File: src/rtl/icsu_pkg.sv
package icsu_pkg;

  typedef enum logic [1:0] {
    OP_RAISE  = 2'd0,
    OP_STATUS = 2'd1,
    OP_WHO    = 2'd2,
    OP_ACK    = 2'd3
  } icsuOp_e;

  typedef struct packed {
    logic raise;
    logic ack;
    logic status;
    logic who;
  } icsuStrobe_t;

endpackage

File: src/rtl/icsu_ctrl.sv
module icsu_ctrl
  import icsu_pkg::*;
#(
  parameter int NUM_CORES = 4,
  localparam int IDX_W = (NUM_CORES > 1) ? $clog2(NUM_CORES) : 1
) (
  input  logic             cmdValid,
  input  logic [1:0]       cmdOp,
  input  logic [IDX_W-1:0] cmdArg,
  input  logic [IDX_W-1:0] cmdSrc,
  output icsuStrobe_t      stb
);

  logic argOk;
  logic srcOk;

  assign argOk = (int'(cmdArg) < NUM_CORES);
  assign srcOk = (int'(cmdSrc) < NUM_CORES);

  always_comb begin
    stb = '0;
    if (cmdValid && srcOk) begin
      unique case (icsuOp_e'(cmdOp))
        OP_RAISE:  stb.raise  = argOk && (cmdArg != cmdSrc);
        OP_STATUS: stb.status = 1'b1;
        OP_WHO:    stb.who    = 1'b1;
        OP_ACK:    stb.ack    = argOk;
        default:   stb        = '0;
      endcase
    end
  end

endmodule

File: src/rtl/icsu_datapath.sv
module icsu_datapath
  import icsu_pkg::*;
#(
  parameter int NUM_CORES = 4,
  localparam int IDX_W = (NUM_CORES > 1) ? $clog2(NUM_CORES) : 1,
  localparam int PAIRS = NUM_CORES * NUM_CORES
) (
  input  logic                 clk,
  input  logic                 rstN,
  input  icsuStrobe_t          stb,
  input  logic [IDX_W-1:0]     cmdArg,
  input  logic [IDX_W-1:0]     cmdSrc,
  output logic [PAIRS-1:0]     pendFlat,
  output logic [NUM_CORES-1:0] rdData,
  output logic [NUM_CORES-1:0] irqOut
);

  logic [NUM_CORES-1:0] srcVec;
  logic                 statusBit;

  for (genvar s = 0; s < NUM_CORES; s++) begin : g_sender
    for (genvar r = 0; r < NUM_CORES; r++) begin : g_receiver
      if (s == r) begin : g_diag
        assign pendFlat[s*NUM_CORES+r] = 1'b0;
      end else begin : g_pair
        always_ff @(posedge clk or negedge rstN) begin
          if (!rstN) begin
            pendFlat[s*NUM_CORES+r] <= 1'b0;
          end else if (stb.raise && cmdSrc == IDX_W'(s) && cmdArg == IDX_W'(r)) begin
            pendFlat[s*NUM_CORES+r] <= 1'b1;
          end else if (stb.ack && cmdArg == IDX_W'(s) && cmdSrc == IDX_W'(r)) begin
            pendFlat[s*NUM_CORES+r] <= 1'b0;
          end
        end
      end
    end
  end

  always_comb begin
    irqOut = '0;
    for (int r = 0; r < NUM_CORES; r++) begin
      for (int s = 0; s < NUM_CORES; s++) begin
        irqOut[r] = irqOut[r] | pendFlat[s*NUM_CORES+r];
      end
    end
  end

  always_comb begin
    srcVec    = '0;
    statusBit = 1'b0;
    for (int s = 0; s < NUM_CORES; s++) begin
      for (int r = 0; r < NUM_CORES; r++) begin
        if (cmdSrc == IDX_W'(r)) srcVec[s] = pendFlat[s*NUM_CORES+r];
        if (cmdSrc == IDX_W'(s) && cmdArg == IDX_W'(r)) statusBit = pendFlat[s*NUM_CORES+r];
      end
    end
  end

  always_ff @(posedge clk or negedge rstN) begin
    if (!rstN) begin
      rdData <= '0;
    end else if (stb.status) begin
      rdData <= {{(NUM_CORES-1){1'b0}}, statusBit};
    end else if (stb.who) begin
      rdData <= srcVec;
    end
  end

endmodule

File: src/rtl/icsu_top.sv
module icsu_top
  import icsu_pkg::*;
#(
  parameter int NUM_CORES = 4,
  localparam int IDX_W = (NUM_CORES > 1) ? $clog2(NUM_CORES) : 1,
  localparam int PAIRS = NUM_CORES * NUM_CORES
) (
  input  logic                 clk,
  input  logic                 rstN,
  input  logic                 cmdValid,
  input  logic [1:0]           cmdOp,
  input  logic [IDX_W-1:0]     cmdArg,
  input  logic [IDX_W-1:0]     cmdSrc,
  output logic [NUM_CORES-1:0] rdData,
  output logic [NUM_CORES-1:0] irqOut
);

  icsuStrobe_t      stb;
  logic [PAIRS-1:0] pendFlat;

  icsu_ctrl #(.NUM_CORES(NUM_CORES)) ctrl_i (
    .cmdValid (cmdValid),
    .cmdOp    (cmdOp),
    .cmdArg   (cmdArg),
    .cmdSrc   (cmdSrc),
    .stb      (stb)
  );

  icsu_datapath #(.NUM_CORES(NUM_CORES)) dp_i (
    .clk      (clk),
    .rstN     (rstN),
    .stb      (stb),
    .cmdArg   (cmdArg),
    .cmdSrc   (cmdSrc),
    .pendFlat (pendFlat),
    .rdData   (rdData),
    .irqOut   (irqOut)
  );

endmodule

File: config.mk
export PLATFORM = sky130hd
export DESIGN_NAME = icsu_top
export DESIGN_NICKNAME = d
export VERILOG_FILES = /design/src/rtl/icsu_pkg.sv /design/src/rtl/icsu_ctrl.sv /design/src/rtl/icsu_datapath.sv /design/src/rtl/icsu_top.sv
export SDC_FILE = /design/constraint.sdc
export NUM_CORES = 1
export LEC_CHECK = 0
export ABC_AREA = 0
export ABC_CLOCK_PERIOD_IN_PS = 2800
export BUFFER_PORTS_ARGS = -buffer_cell sky130_fd_sc_hd__buf_2
export CAP_MARGIN = 20
export CELL_PAD_IN_SITES_DETAIL_PLACEMENT = 2
export CELL_PAD_IN_SITES_GLOBAL_PLACEMENT = 2
export CORE_AREA = 2 2 59 61
export CTS_CLUSTER_SIZE = 25
export DETAILED_ROUTE_END_ITERATION = 16
export DIE_AREA = 0 0 61 63
export PLACE_DENSITY_LB_ADDON = 0.1
export SLEW_MARGIN = 20
export SYNTH_ARGS = -nofsm -noshare
export SYNTH_HDL_FRONTEND = slang
export SYNTH_SLANG_ARGS = --single-unit
File: constraint.sdc
create_clock -name clk -period 2.8 [get_ports clk]
set_clock_uncertainty 0.1 [all_clocks]
set_input_delay 0.28 -clock clk [delete_from_list [all_inputs] [get_ports clk]]
set_output_delay 0.28 -clock clk [all_outputs]
set_load 0.02 [all_outputs]
# Word-level counts from Yosys, hierarchy flattened
# Index checks and enable logic that the tools add are counted.
[totals]
output_inout_bits = 8
word_cells = 155
register_bits = 16
ramBits = 0
romBits = 0
in_bits = 9
mem_count = 0
latch_bits = 0
[op_classes]
div_mod_pow = 0
mul = 0
n_addsub = 0
n_lt_le_gt_ge = 0
n_eq_ne = 10
shifts = 0
bitwise = 8
mux = 61
n_reduce_logical = 63
[ops]
columns = ["op", "count"]
rows = [
  ["1-bit 2-to-1 mux", 58],
  ["1-bit logical AND", 47],
  ["2-bit nonzero test", 13],
  ["2-bit == test, second input constant", 6],
  ["4-bit 2-to-1 mux", 3],
  ["1-bit OR", 8],
  ["2-bit by 1-bit == test with 1-bit output, second input constant", 3],
  ["2-bit logical NOT", 3],
  ["2-bit inequality test", 1],
]

# Depth between registers and ports, before layout
# Gate-level depths: netlist of the first run.
[depth]
ltp_word = 18
depth_mapped = 6
depth_no_buf = 4

# Modules after synthesis
# Synthesis of the first run repeated with hierarchy kept, for this count alone.
[unflattened]
cells_unflattened = 130
area_unflattened_um2 = 1073.5
[modules_own_cells]
columns = ["mod", "instances", "area_per_inst_um2", "seq_area_each_um2", "cells_each"]
rows = [
  ["icsu_datapath", 1, 1016.0, 400.4, 122],
  ["icsu_ctrl", 1, 57.6, 0.0, 8],
]

# Worst setup path after synthesis of the first run
# OpenSTA, ideal clock, no wires.
[synth_path]
path_kind = "input port to flip-flop"
from = "input port cmdArg[0]"
to = "register dp_i.rdData[0]"
cell_stages = 5
n_path_buf = 1
required_time_ns = 2.567
arrival_ns = 1.375
path_slack_ns = 1.192
setup_time_ns = 0.133
path_cell_list = "buf_6 > mux4_2 > or3b_1 > o311ai_1 > o211ai_1"
[synth_between]
elab_chain_len = 18
word_cells_on_any_way = 35
cone_classes = "eq/ne: 3; mux: 16; reduce/logical: 16"
[synth_rtl]
columns = ["item", "line_no", "text"]
rows = [
  ["start, declared", "icsu_top.sv:12", "input logic [IDX_W-1:0] cmdArg,"],
  ["2-bit by 1-bit == test with 1-bit output", "icsu_datapath.sv:54", "if (cmdSrc == IDX_W'(s) && cmdArg == IDX_W'(r)) statusBit = pendFlat[s*NUM_CORES+r];"],
  ["1-bit logical AND", "icsu_datapath.sv:54", ""],
  ["1-bit 2-to-1 mux (14 in series)", "icsu_datapath.sv:54", ""],
  ["1-bit 2-to-1 mux (*)", "icsu_datapath.sv:54", ""],
  ["4-bit 2-to-1 mux (*)", "icsu_datapath.sv:62", "end else if (stb.status) begin"],
  ["end signal, assigned", "icsu_datapath.sv:63", "rdData <= {{(NUM_CORES-1){1'b0}}, statusBit};"],
  ["end signal, assigned", "icsu_datapath.sv:65", "rdData <= srcVec;"],
  ["end, declared", "icsu_datapath.sv:14", "output logic [NUM_CORES-1:0] rdData,"],
]
# Mark *: on every way between the ends. The rest lies on a longest branch, timed or not.
# A chain may end at the register's enable or synchronous reset.

# Worst setup path after layout of the first run
[layout_path]
from = "register dp_i.pendFlat[7]"
to = "register dp_i.rdData[0]"
[layout_between]
elab_chain_len = 10
[layout_rtl]
columns = ["item", "line_no", "text"]
rows = [
  ["start, declared", "icsu_datapath.sv:13", "output logic [PAIRS-1:0] pendFlat,"],
  ["start signal, assigned by index", "icsu_datapath.sv:28", "pendFlat[s*NUM_CORES+r] <= 1'b0;"],
  ["start signal, assigned by index", "icsu_datapath.sv:30", "pendFlat[s*NUM_CORES+r] <= 1'b1;"],
  ["start signal, assigned by index", "icsu_datapath.sv:32", "pendFlat[s*NUM_CORES+r] <= 1'b0;"],
  ["1-bit 2-to-1 mux (9 in series)", "icsu_datapath.sv:54", ""],
  ["4-bit 2-to-1 mux", "icsu_datapath.sv:62", ""],
]
# No other way between the ends.

==> reports/summary.json, run 1 <==
{
  "floorplan.initialDensity": {"value": 0.345},
  "mostFrequentLayoutCell": {"value": "o21ai_1"},
  "layout.filler_cells": {"value": 389},
  "syn_area": {"value": 0.00112, "unit": "mm²"},
  "fin_max_slew_vios": {"value": 0},
  "place_congestion": {"value": 0.824},
  "drt-initial-drc-count": {"value": 32},
  "post_synth_inst_count": {"value": 130},
  "power_leakage": {"value": 0.446, "unit": "nW"},
  "sequential_area_share_after_synthesis": {"value": 0.359},
  "nets": {"value": 148},
  "drt-pass1-iter-count": {"value": 4},
  "cts.reportedPaths.clkPinSlew": {"value": 0.10, "unit": "ns"},
  "layout_setup_ws": {"value": 1.09, "unit": "ns"},
  "dieHeight": {"value": 63, "unit": "µm"},
  "max-slew-margin-rel": {"value": 0.604},
  "status": {"value": "finished, final reports clean"},
  "final.setup.tns": {"value": 0, "unit": "ns"},
  "crit_chain": {"value": "mux4_2 > or3b_1 > o311ai_1 > o211ai_1"},
  "cts.htree.levels": {"value": 1},
  "post_synthesis_share_of_cell_area_spent_on_and_or_nand_and_nor_gates": {"value": 0.206},
  "cts_tree": {"value": "done"},
  "vias_per_cell": {"value": 5.75},
  "die_w": {"value": 61, "unit": "µm"},
  "yosys_register_bits": {"value": 16},
  "main_combinational_cell_family_by_area_after_synthesis": {"value": "compound AO/OA/AOI/OAI gates"},
  "yosys.cell_types.count": {"value": 36},
  "placed_cells_incl_taps": {"value": 179},
  "max-clock-path-buffers": {"value": 2},
  "synth_compound_gate_area_share": {"value": 0.295},
  "critPathArrivalTime": {"value": 1.78, "unit": "ns"},
  "layout_min_cycle_time": {"value": 1.71, "unit": "ns"},
  "max_clock_freq": {"value": 585, "unit": "MHz"},
  "critical_path_class": {"value": "reg -> reg"},
  "globalRouteOverflowTotal": {"value": 0},
  "clock_insertion_delay_worst_skew": {"value": 0.29, "unit": "ns"},
  "flow.area_growth_from_synthesis": {"value": 9.42, "unit": "%"},
  "synth.mux.area_fraction": {"value": 0.0751},
  "fp.coreArea": {"value": 0.00323, "unit": "mm²"},
  "wire_length_of_the_first_global_routing_pass": {"value": 5780, "unit": "µm"},
  "synth_top_flop_cell": {"value": "dfrtp_1"},
  "worst_path_required": {"value": 2.87, "unit": "ns"},
  "routed_wirelength": {"value": 3340, "unit": "µm"},
  "synth_fa_ha_area_frac": {"value": 0},
  "critical_path_peak_fanout": {"value": 5},
  "synth-edff-count": {"value": 0},
  "vdd_drop_max": {"value": 0.153, "unit": "mV"},
  "hold_violation_total_from_the_final_report": {"value": 0},
  "total_power_per_unit_cell_area": {"value": 407, "unit": "mW/mm²"},
  "cts-buffers-inserted": {"value": 3},
  "port_buf_inserts": {"value": 16},
  "dieArea": {"value": 0.00384, "unit": "mm²"},
  "critical_path.n_buffers_inverters": {"value": 0},
  "post_drt_wl_per_cell": {"value": 18.3, "unit": "µm"},
  "grt_setup_unrepaired": {"value": "no"},
  "n_antenna_cell": {"value": 0},
  "end_kind": {"value": "register"},
  "root_buffer": {"value": "clkbuf_4"},
  "avgSynthCellArea": {"value": 8.59, "unit": "µm²"},
  "seq_area": {"value": 400, "unit": "µm²"},
  "number_of_design_rule_violations_left_after_detail_routing": {"value": 0},
  "vias": {"value": 1053},
  "timing.critical_path.slowest_cell_delay": {"value": 0.47, "unit": "ns"},
  "grt_max_degree": {"value": 30},
  "multi_input_comb_area": {"value": 643, "unit": "µm²"},
  "crit_path_start_kind": {"value": "register"},
  "postPlaceCellArea": {"value": 0.00119, "unit": "mm²"},
  "floorplan.rows": {"value": 21},
  "detailed_place_hpwl": {"value": 2380, "unit": "µm"},
  "cts_sinks": {"value": 16},
  "syn_nets": {"value": 139},
  "design.portCount": {"value": 17},
  "via_count_of_the_first_global_routing_pass": {"value": 1143},
  "max-cap-violations": {"value": 0},
  "most-common-layout-cells": {"value": "22 x o21ai_1, 16 x dfrtp_1, 16 x buf_2, 13 x a21oi_1, 9 x nand2_1"},
  "hold_path.class": {"value": "in -> reg"},
  "fraction_of_registers_with_async_set_or_reset_after_synthesis": {"value": 1.00},
  "number_of_synthesis_warnings": {"value": 0},
  "period_share": {"value": 0.610},
  "antenna_violations_before_repair": {"value": 0},
  "groute.usage.overall": {"value": 0.198},
  "critical-path-top-delay-family": {"value": "multiplexers"},
  "design_area": {"value": 0.00122, "unit": "mm²"},
  "critPathSlowestCell": {"value": "mux4_2"},
  "count_of_final_setup_violators": {"value": 0},
  "cts.repair_timing.setup_buffer_count": {"value": 0},
  "share_of_final_layout_standard_cells_stronger_than_drive_strength_1": {"value": 0.175},
  "ant_nets": {"value": 0},
  "worstMarginPinSlew": {"value": 0.594, "unit": "ns"},
  "final_cells": {"value": 183},
  "synthXorXnorAreaFrac": {"value": 0},
  "place_worst_setup_slack": {"value": 0.845, "unit": "ns"}
}
[synthesized netlist by cell type (2+ instances only)]
cell / instances / area, µm²
a22o_1: 6 / 52.6
mux2i_1: 5 / 50.1
o21ai_0: 3 / 15.0
nor2b_1: 2 / 12.5
o21ai_1: 22 / 110
nand3_1: 2 / 10.0
dfrtp_1: 16 / 400
nor3b_2: 2 / 25.0
or3_1: 4 / 25.0
clkbuf_1: 4 / 15.0
a21oi_1: 13 / 65.1
nand4_1: 2 / 12.5
nand3b_1: 6 / 45.0
nand2_1: 9 / 33.8
or3b_1: 2 / 17.5
nor4_1: 2 / 12.5
nor2_1: 5 / 18.8
buf_2: 7 / 35.0
[cells by family (layout without fill, tap and decap cells)]
logic type / count (synthesis) / count (layout)
multiplexers: 7 / 7
AND/OR/NAND/NOR: 39 / 39
flip-flops: 16 / 16
buffers and inverters: 15 / 22
AO/OA/AOI/OAI: 53 / 53
[report_power, final]
| group | switching [mW] | leakage (nW) | internal [mW] | total (mW) |
|---|---|---|---|---|
| Sequential | 0.0116 | 0.167 | 0.244 | 0.255 |
| Clock | 0.0770 | 0.0138 | 0.0501 | 0.127 |
| Combinational | 0.0732 | 0.266 | 0.0416 | 0.115 |
| Total | 0.162 | 0.446 | 0.335 | 0.497 |
[cell type report]
type,count,area share
multi-input combinational,99,0.527
sequential,16,0.328
timing repair buffer,17,0.0738
inverter,2,0.00615
clock buffer,3,0.0184
tap,46,0.0471
[per-layer routing]
| metal | track usage | share of wire | vias up |
|---|---|---|---|
| li1 | - | - | 498 |
| met1 | 0.273 | 0.48 | 535 |
| met2 | 0.325 | 0.49 | 16 |
| met3 | 0.0186 | 0.024 | 4 |
| met4 | 0.0516 | 0.011 | 0 |
| met5 | 0 | 0 | - |
[stage by stage]
step                       util  hold WS [ns]  total power, mW
final                     0.378         0.231            0.497
after global routing      0.378         0.247            0.529
after CTS                 0.378         0.233            0.501
after detailed placement  0.368         0.128            0.375
after global placement    0.368         0.129            0.369
after floorplan               -        -0.116            0.338
[sequential cells by signal, summed over array words and instances (netlist names)]
register       cells
dp_i.rdData        4
dp_i.pendFlat     12
[path summary, 6_finish.rpt]
check                            startpoint                end  slack [ns]  depth (start not counted)
max in group asynchronous              rstN  dp_i.pendFlat[11]        1.98                          2
min in group asynchronous              rstN     dp_i.rdData[1]        0.34                          2
setup reg to reg           dp_i.pendFlat[7]     dp_i.rdData[0]        1.09                          4
setup / recovery           dp_i.pendFlat[7]     dp_i.rdData[0]        1.09                          4
hold reg to reg              dp_i.rdData[2]     dp_i.rdData[2]        0.45                          1
hold / removal                     cmdOp[1]     dp_i.rdData[2]        0.23                          2
[timing repair]
item,4_1_cts,5_1_grt
setup endpoints to repair,0,0
hold endpoints to repair,16,0
hold buffers,1,0
gates resized for setup,0,0
No activity file was read; power rests on OpenSTA's default activity.
==> run 2: changes to the inputs <==
- ABC_CLOCK_PERIOD_IN_PS: 2800 -> 1700
- CORE_AREA: 2 2 59 61 -> 2 2 62 64
- DIE_AREA: 0 0 61 63 -> 0 0 64 66
- clock period: 2.8 -> 1.7 ns (I/O delays scaled with it)
==> run 2 against run 1 <==
Against the previous run:
- register-to-register slack worse by 1.0 ns
- combinational power increased by 84%
- power grew 83%
- critical path type is now reg -> out
- largest power group unchanged
==> reports/summary.json, run 2 (synthesis gave the netlist of run 1 again) <==
{
  "status": {"value": "finished, final reports clean", "change": "unchanged"},
  "vias_per_cell": {"value": 5.56, "change": "was 5.75"},
  "hold_path.class": {"value": "in -> reg", "change": "unchanged"},
  "global_route.usage.met1": {"value": 0.248, "change": "was 0.273"},
  "detailed_place_hpwl": {"value": 2870, "unit": "µm", "change": "was 2380 µm"},
  "grt_setup_unrepaired": {"value": "yes", "change": "was no"},
  "max-cap-violations": {"value": 0, "change": "unchanged"},
  "floorplan.rows": {"value": 22, "change": "was 21"},
  "power_frac_seq": {"value": 0.459, "change": "was 0.513"},
  "layout_setup_ws": {"value": 0.0555, "unit": "ns", "change": "was 1.09 ns"},
  "min_from": {"value": "cmdValid", "change": "was cmdOp[1]"},
  "groute.usage.overall": {"value": 0.197, "change": "was 0.198"},
  "largest_reg_flops": {"value": 12, "change": "unchanged"},
  "pwr-share-comb": {"value": 0.233, "change": "was 0.231"},
  "total_power_per_unit_cell_area": {"value": 660, "unit": "mW/mm²", "change": "was 407 mW/mm²"},
  "total_switching_power": {"value": 0.295, "unit": "mW", "change": "was 0.162 mW"},
  "vias": {"value": 1124, "change": "was 1,053"},
  "critical-path-top-delay-family": {"value": "flip-flops", "change": "was multiplexers"},
  "wire_length_of_the_first_global_routing_pass": {"value": 6360, "unit": "µm", "change": "was 5780 µm"},
  "power_leakage": {"value": 0.537, "unit": "nW", "change": "was 0.446 nW"},
  "flow.area_growth_from_synthesis": {"value": 23.7, "unit": "%", "change": "was 9.42%"},
  "die_w": {"value": 64, "unit": "µm", "change": "was 61 µm"},
  "end_kind": {"value": "primary output", "change": "was register"},
  "layout.filler_cells": {"value": 406, "change": "was 389"},
  "nets": {"value": 164, "change": "was 148"},
  "layout_min_cycle_time": {"value": 1.64, "unit": "ns"},
  "share_clk_of_total_power": {"value": 0.309, "change": "was 0.256"},
  "place_congestion": {"value": 0.757, "change": "was 0.824"},
  "via_count_of_the_first_global_routing_pass": {"value": 1236, "change": "was 1,143"},
  "crit_path_start_kind": {"value": "register", "change": "unchanged"},
  "number_of_design_rule_violations_left_after_detail_routing": {"value": 0, "change": "unchanged"},
  "met2_usage": {"value": 0.358, "change": "was 0.325"},
  "fin_worst_hold_slack": {"value": 0.140, "unit": "ns", "change": "was 0.231 ns"},
  "cts.htree.levels": {"value": 1, "change": "unchanged"},
  "cts_tree": {"value": "done", "change": "unchanged"},
  "share_of_final_layout_standard_cells_stronger_than_drive_strength_1": {"value": 0.279, "change": "was 0.175"},
  "critPathArrivalTime": {"value": 1.37, "unit": "ns", "change": "was 1.78 ns"},
  "root_buffer": {"value": "clkbuf_4", "change": "unchanged"},
  "critical_path_class": {"value": "reg -> out", "change": "was reg -> reg"},
  "count_of_final_setup_violators": {"value": 0, "change": "unchanged"},
  "worstMarginPinSlew": {"value": 0.444, "unit": "ns", "change": "was 0.594 ns"},
  "largest-register": {"value": "dp_i.pendFlat", "change": "unchanged"},
  "hold_violation_total_from_the_final_report": {"value": 0, "change": "unchanged"},
  "cts_sinks": {"value": 16, "change": "unchanged"},
  "clock_insertion_delay_worst_skew": {"value": 0.30, "unit": "ns", "change": "was 0.29 ns"},
  "critical_path_peak_fanout": {"value": 4, "change": "was 5"},
  "dieHeight": {"value": 66, "unit": "µm", "change": "was 63 µm"},
  "most-common-layout-cells": {"value": "22 x o21ai_1, 16 x dfrtp_1, 16 x buf_4, 14 x buf_2, 13 x a21oi_1", "change": "was 22 x o21ai_1, 16 x dfrtp_1, 16 x buf_2, 13 x a21oi_1, 9 x nand2_1"},
  "timing.rr.start": {"value": "dp_i.pendFlat[3]", "change": "was dp_i.pendFlat[7]"},
  "p_sw_frac": {"value": 0.324, "change": "was 0.326"},
  "final_cells": {"value": 202, "change": "was 183"},
  "intPower": {"value": 0.617, "unit": "mW", "change": "was 0.335 mW"},
  "max-clock-path-buffers": {"value": 2, "change": "unchanged"},
  "antenna_violations_before_repair": {"value": 0, "change": "unchanged"},
  "period_share": {"value": 0.967},
  "port_buf_inserts": {"value": 16, "change": "unchanged"},
  "final_util": {"value": 0.389, "change": "was 0.378"},
  "critical_path.n_buffers_inverters": {"value": 2, "change": "was 0"},
  "fp.coreArea": {"value": 0.00355, "unit": "mm²", "change": "was 0.00323 mm²"},
  "fin_max_slew_vios": {"value": 0, "change": "unchanged"},
  "cts.reportedPaths.clkPinSlew": {"value": 0.12, "unit": "ns", "change": "was 0.10 ns"},
  "total_power": {"value": 0.911, "unit": "mW", "change": "was 0.497 mW"},
  "drt-pass1-iter-count": {"value": 4, "change": "unchanged"},
  "place_worst_setup_slack": {"value": 0.0832, "unit": "ns", "change": "was 0.845 ns"},
  "placed_cells_incl_taps": {"value": 196, "change": "was 179"},
  "worst_path_required": {"value": 1.43, "unit": "ns", "change": "was 2.87 ns"},
  "crit_chain": {"value": "buf_4 > or3_4 > buf_6", "change": "was mux4_2 > or3b_1 > o311ai_1 > o211ai_1"},
  "vdd_drop_max": {"value": 0.213, "unit": "mV", "change": "was 0.153 mV"},
  "globalRouteOverflowTotal": {"value": 0, "change": "unchanged"},
  "critPathSlowestCell": {"value": "dfrtp_1", "change": "was mux4_2"},
  "drt-initial-drc-count": {"value": 59, "change": "was 32"},
  "design.portCount": {"value": 17, "change": "unchanged"},
  "routed_wirelength": {"value": 3780, "unit": "µm", "change": "was 3340 µm"},
  "grt_busiest_layer": {"value": "met2", "change": "unchanged"},
  "cts-buffers-inserted": {"value": 3, "change": "unchanged"},
  "grt_util_met3": {"value": 0.0273, "change": "was 0.0186"},
  "ant_nets": {"value": 0, "change": "unchanged"},
  "dieArea": {"value": 0.00422, "unit": "mm²", "change": "was 0.00384 mm²"},
  "max-slew-margin-rel": {"value": 0.704, "change": "was 0.604"},
  "post_drt_wl_per_cell": {"value": 18.7, "unit": "µm", "change": "was 18.3 µm"},
  "floorplan.initialDensity": {"value": 0.314, "change": "was 0.345"},
  "mostFrequentLayoutCell": {"value": "o21ai_1", "change": "unchanged"},
  "grt_max_degree": {"value": 19, "change": "was 30"},
  "n_antenna_cell": {"value": 0, "change": "unchanged"},
  "critical_path.startpoint": {"value": "dp_i.pendFlat[11]", "change": "was dp_i.pendFlat[7]"},
  "reg.largest.list": {"value": "dp_i.pendFlat: 12 flops, dp_i.rdData: 4 flops", "change": "unchanged"},
  "timing.critical_path.slowest_cell_delay": {"value": 0.40, "unit": "ns", "change": "was 0.47 ns"},
  "max_clock_freq": {"value": 608, "unit": "MHz"}
}
[run 2: metrics by stage]
| stage | instance area (µm²) | setup TNS (ns) |
|---|---|---|
| 6_report | 1380 | 0 |
| 5_1_grt | 1380 | -0.0203 |
| 4_1_cts | 1350 | 0 |
| 3_5_place_dp | 1300 | 0 |
| 3_3_place_gp | 1300 | 0 |
| 2_1_floorplan | 1120 | 0 |
[run 2: area by class of cell]
type                       instances  area (µm²)  area share
timing repair buffer              33         223       0.161
multi-input combinational         99         653       0.473
tap                               48        60.1      0.0435
inverter                           2        7.51     0.00544
clock buffer                       4        36.3      0.0263
sequential                        16         400       0.290
[run 2: per-layer routing]
layer | vias up | routed length (µm)
li1 | 533 | -
met5 | - | 0
met1 | 573 | 1720
met4 | 0 | 32
met2 | 14 | 1930
met3 | 4 | 92
[run 2: worst paths after layout]
path	cells after the start	slack (ns)	endpoint
worst max-delay path	3	0.06	irqOut[3]
worst min-delay path	4	0.14	dp_i.rdData[0]
worst max register to register	4	0.08	dp_i.rdData[0]
worst min register to register	1	0.45	dp_i.rdData[2]
max in group asynchronous	2	0.94	dp_i.pendFlat[8]
min in group asynchronous	2	0.26	dp_i.rdData[1]
[run 2: worst register-to-register path, cell delays in order (launching register included)]
cell and delay [ns]:
dfrtp_1 0.41, mux4_2 0.44, or3b_1 0.36, o311ai_1 0.08
o211ai_1 0.11
[run 2: power groups by stage]
stage          logic, mW  registers (mW)  clock network, mW
3_3_place_gp       0.206           0.424                  0
2_1_floorplan      0.113           0.445                  0
6_report           0.212           0.418              0.281
4_1_cts            0.214           0.419              0.299
5_1_grt            0.233           0.422              0.307
3_5_place_dp       0.212           0.426                  0
[run 2: timing repair]
item                                   CTS  global route
endpoints found under the hold margin   16             0
resized for setup                        0             6
hold buffers                             1             0
setup endpoints to repair                0             3
buffers inserted                         0             1
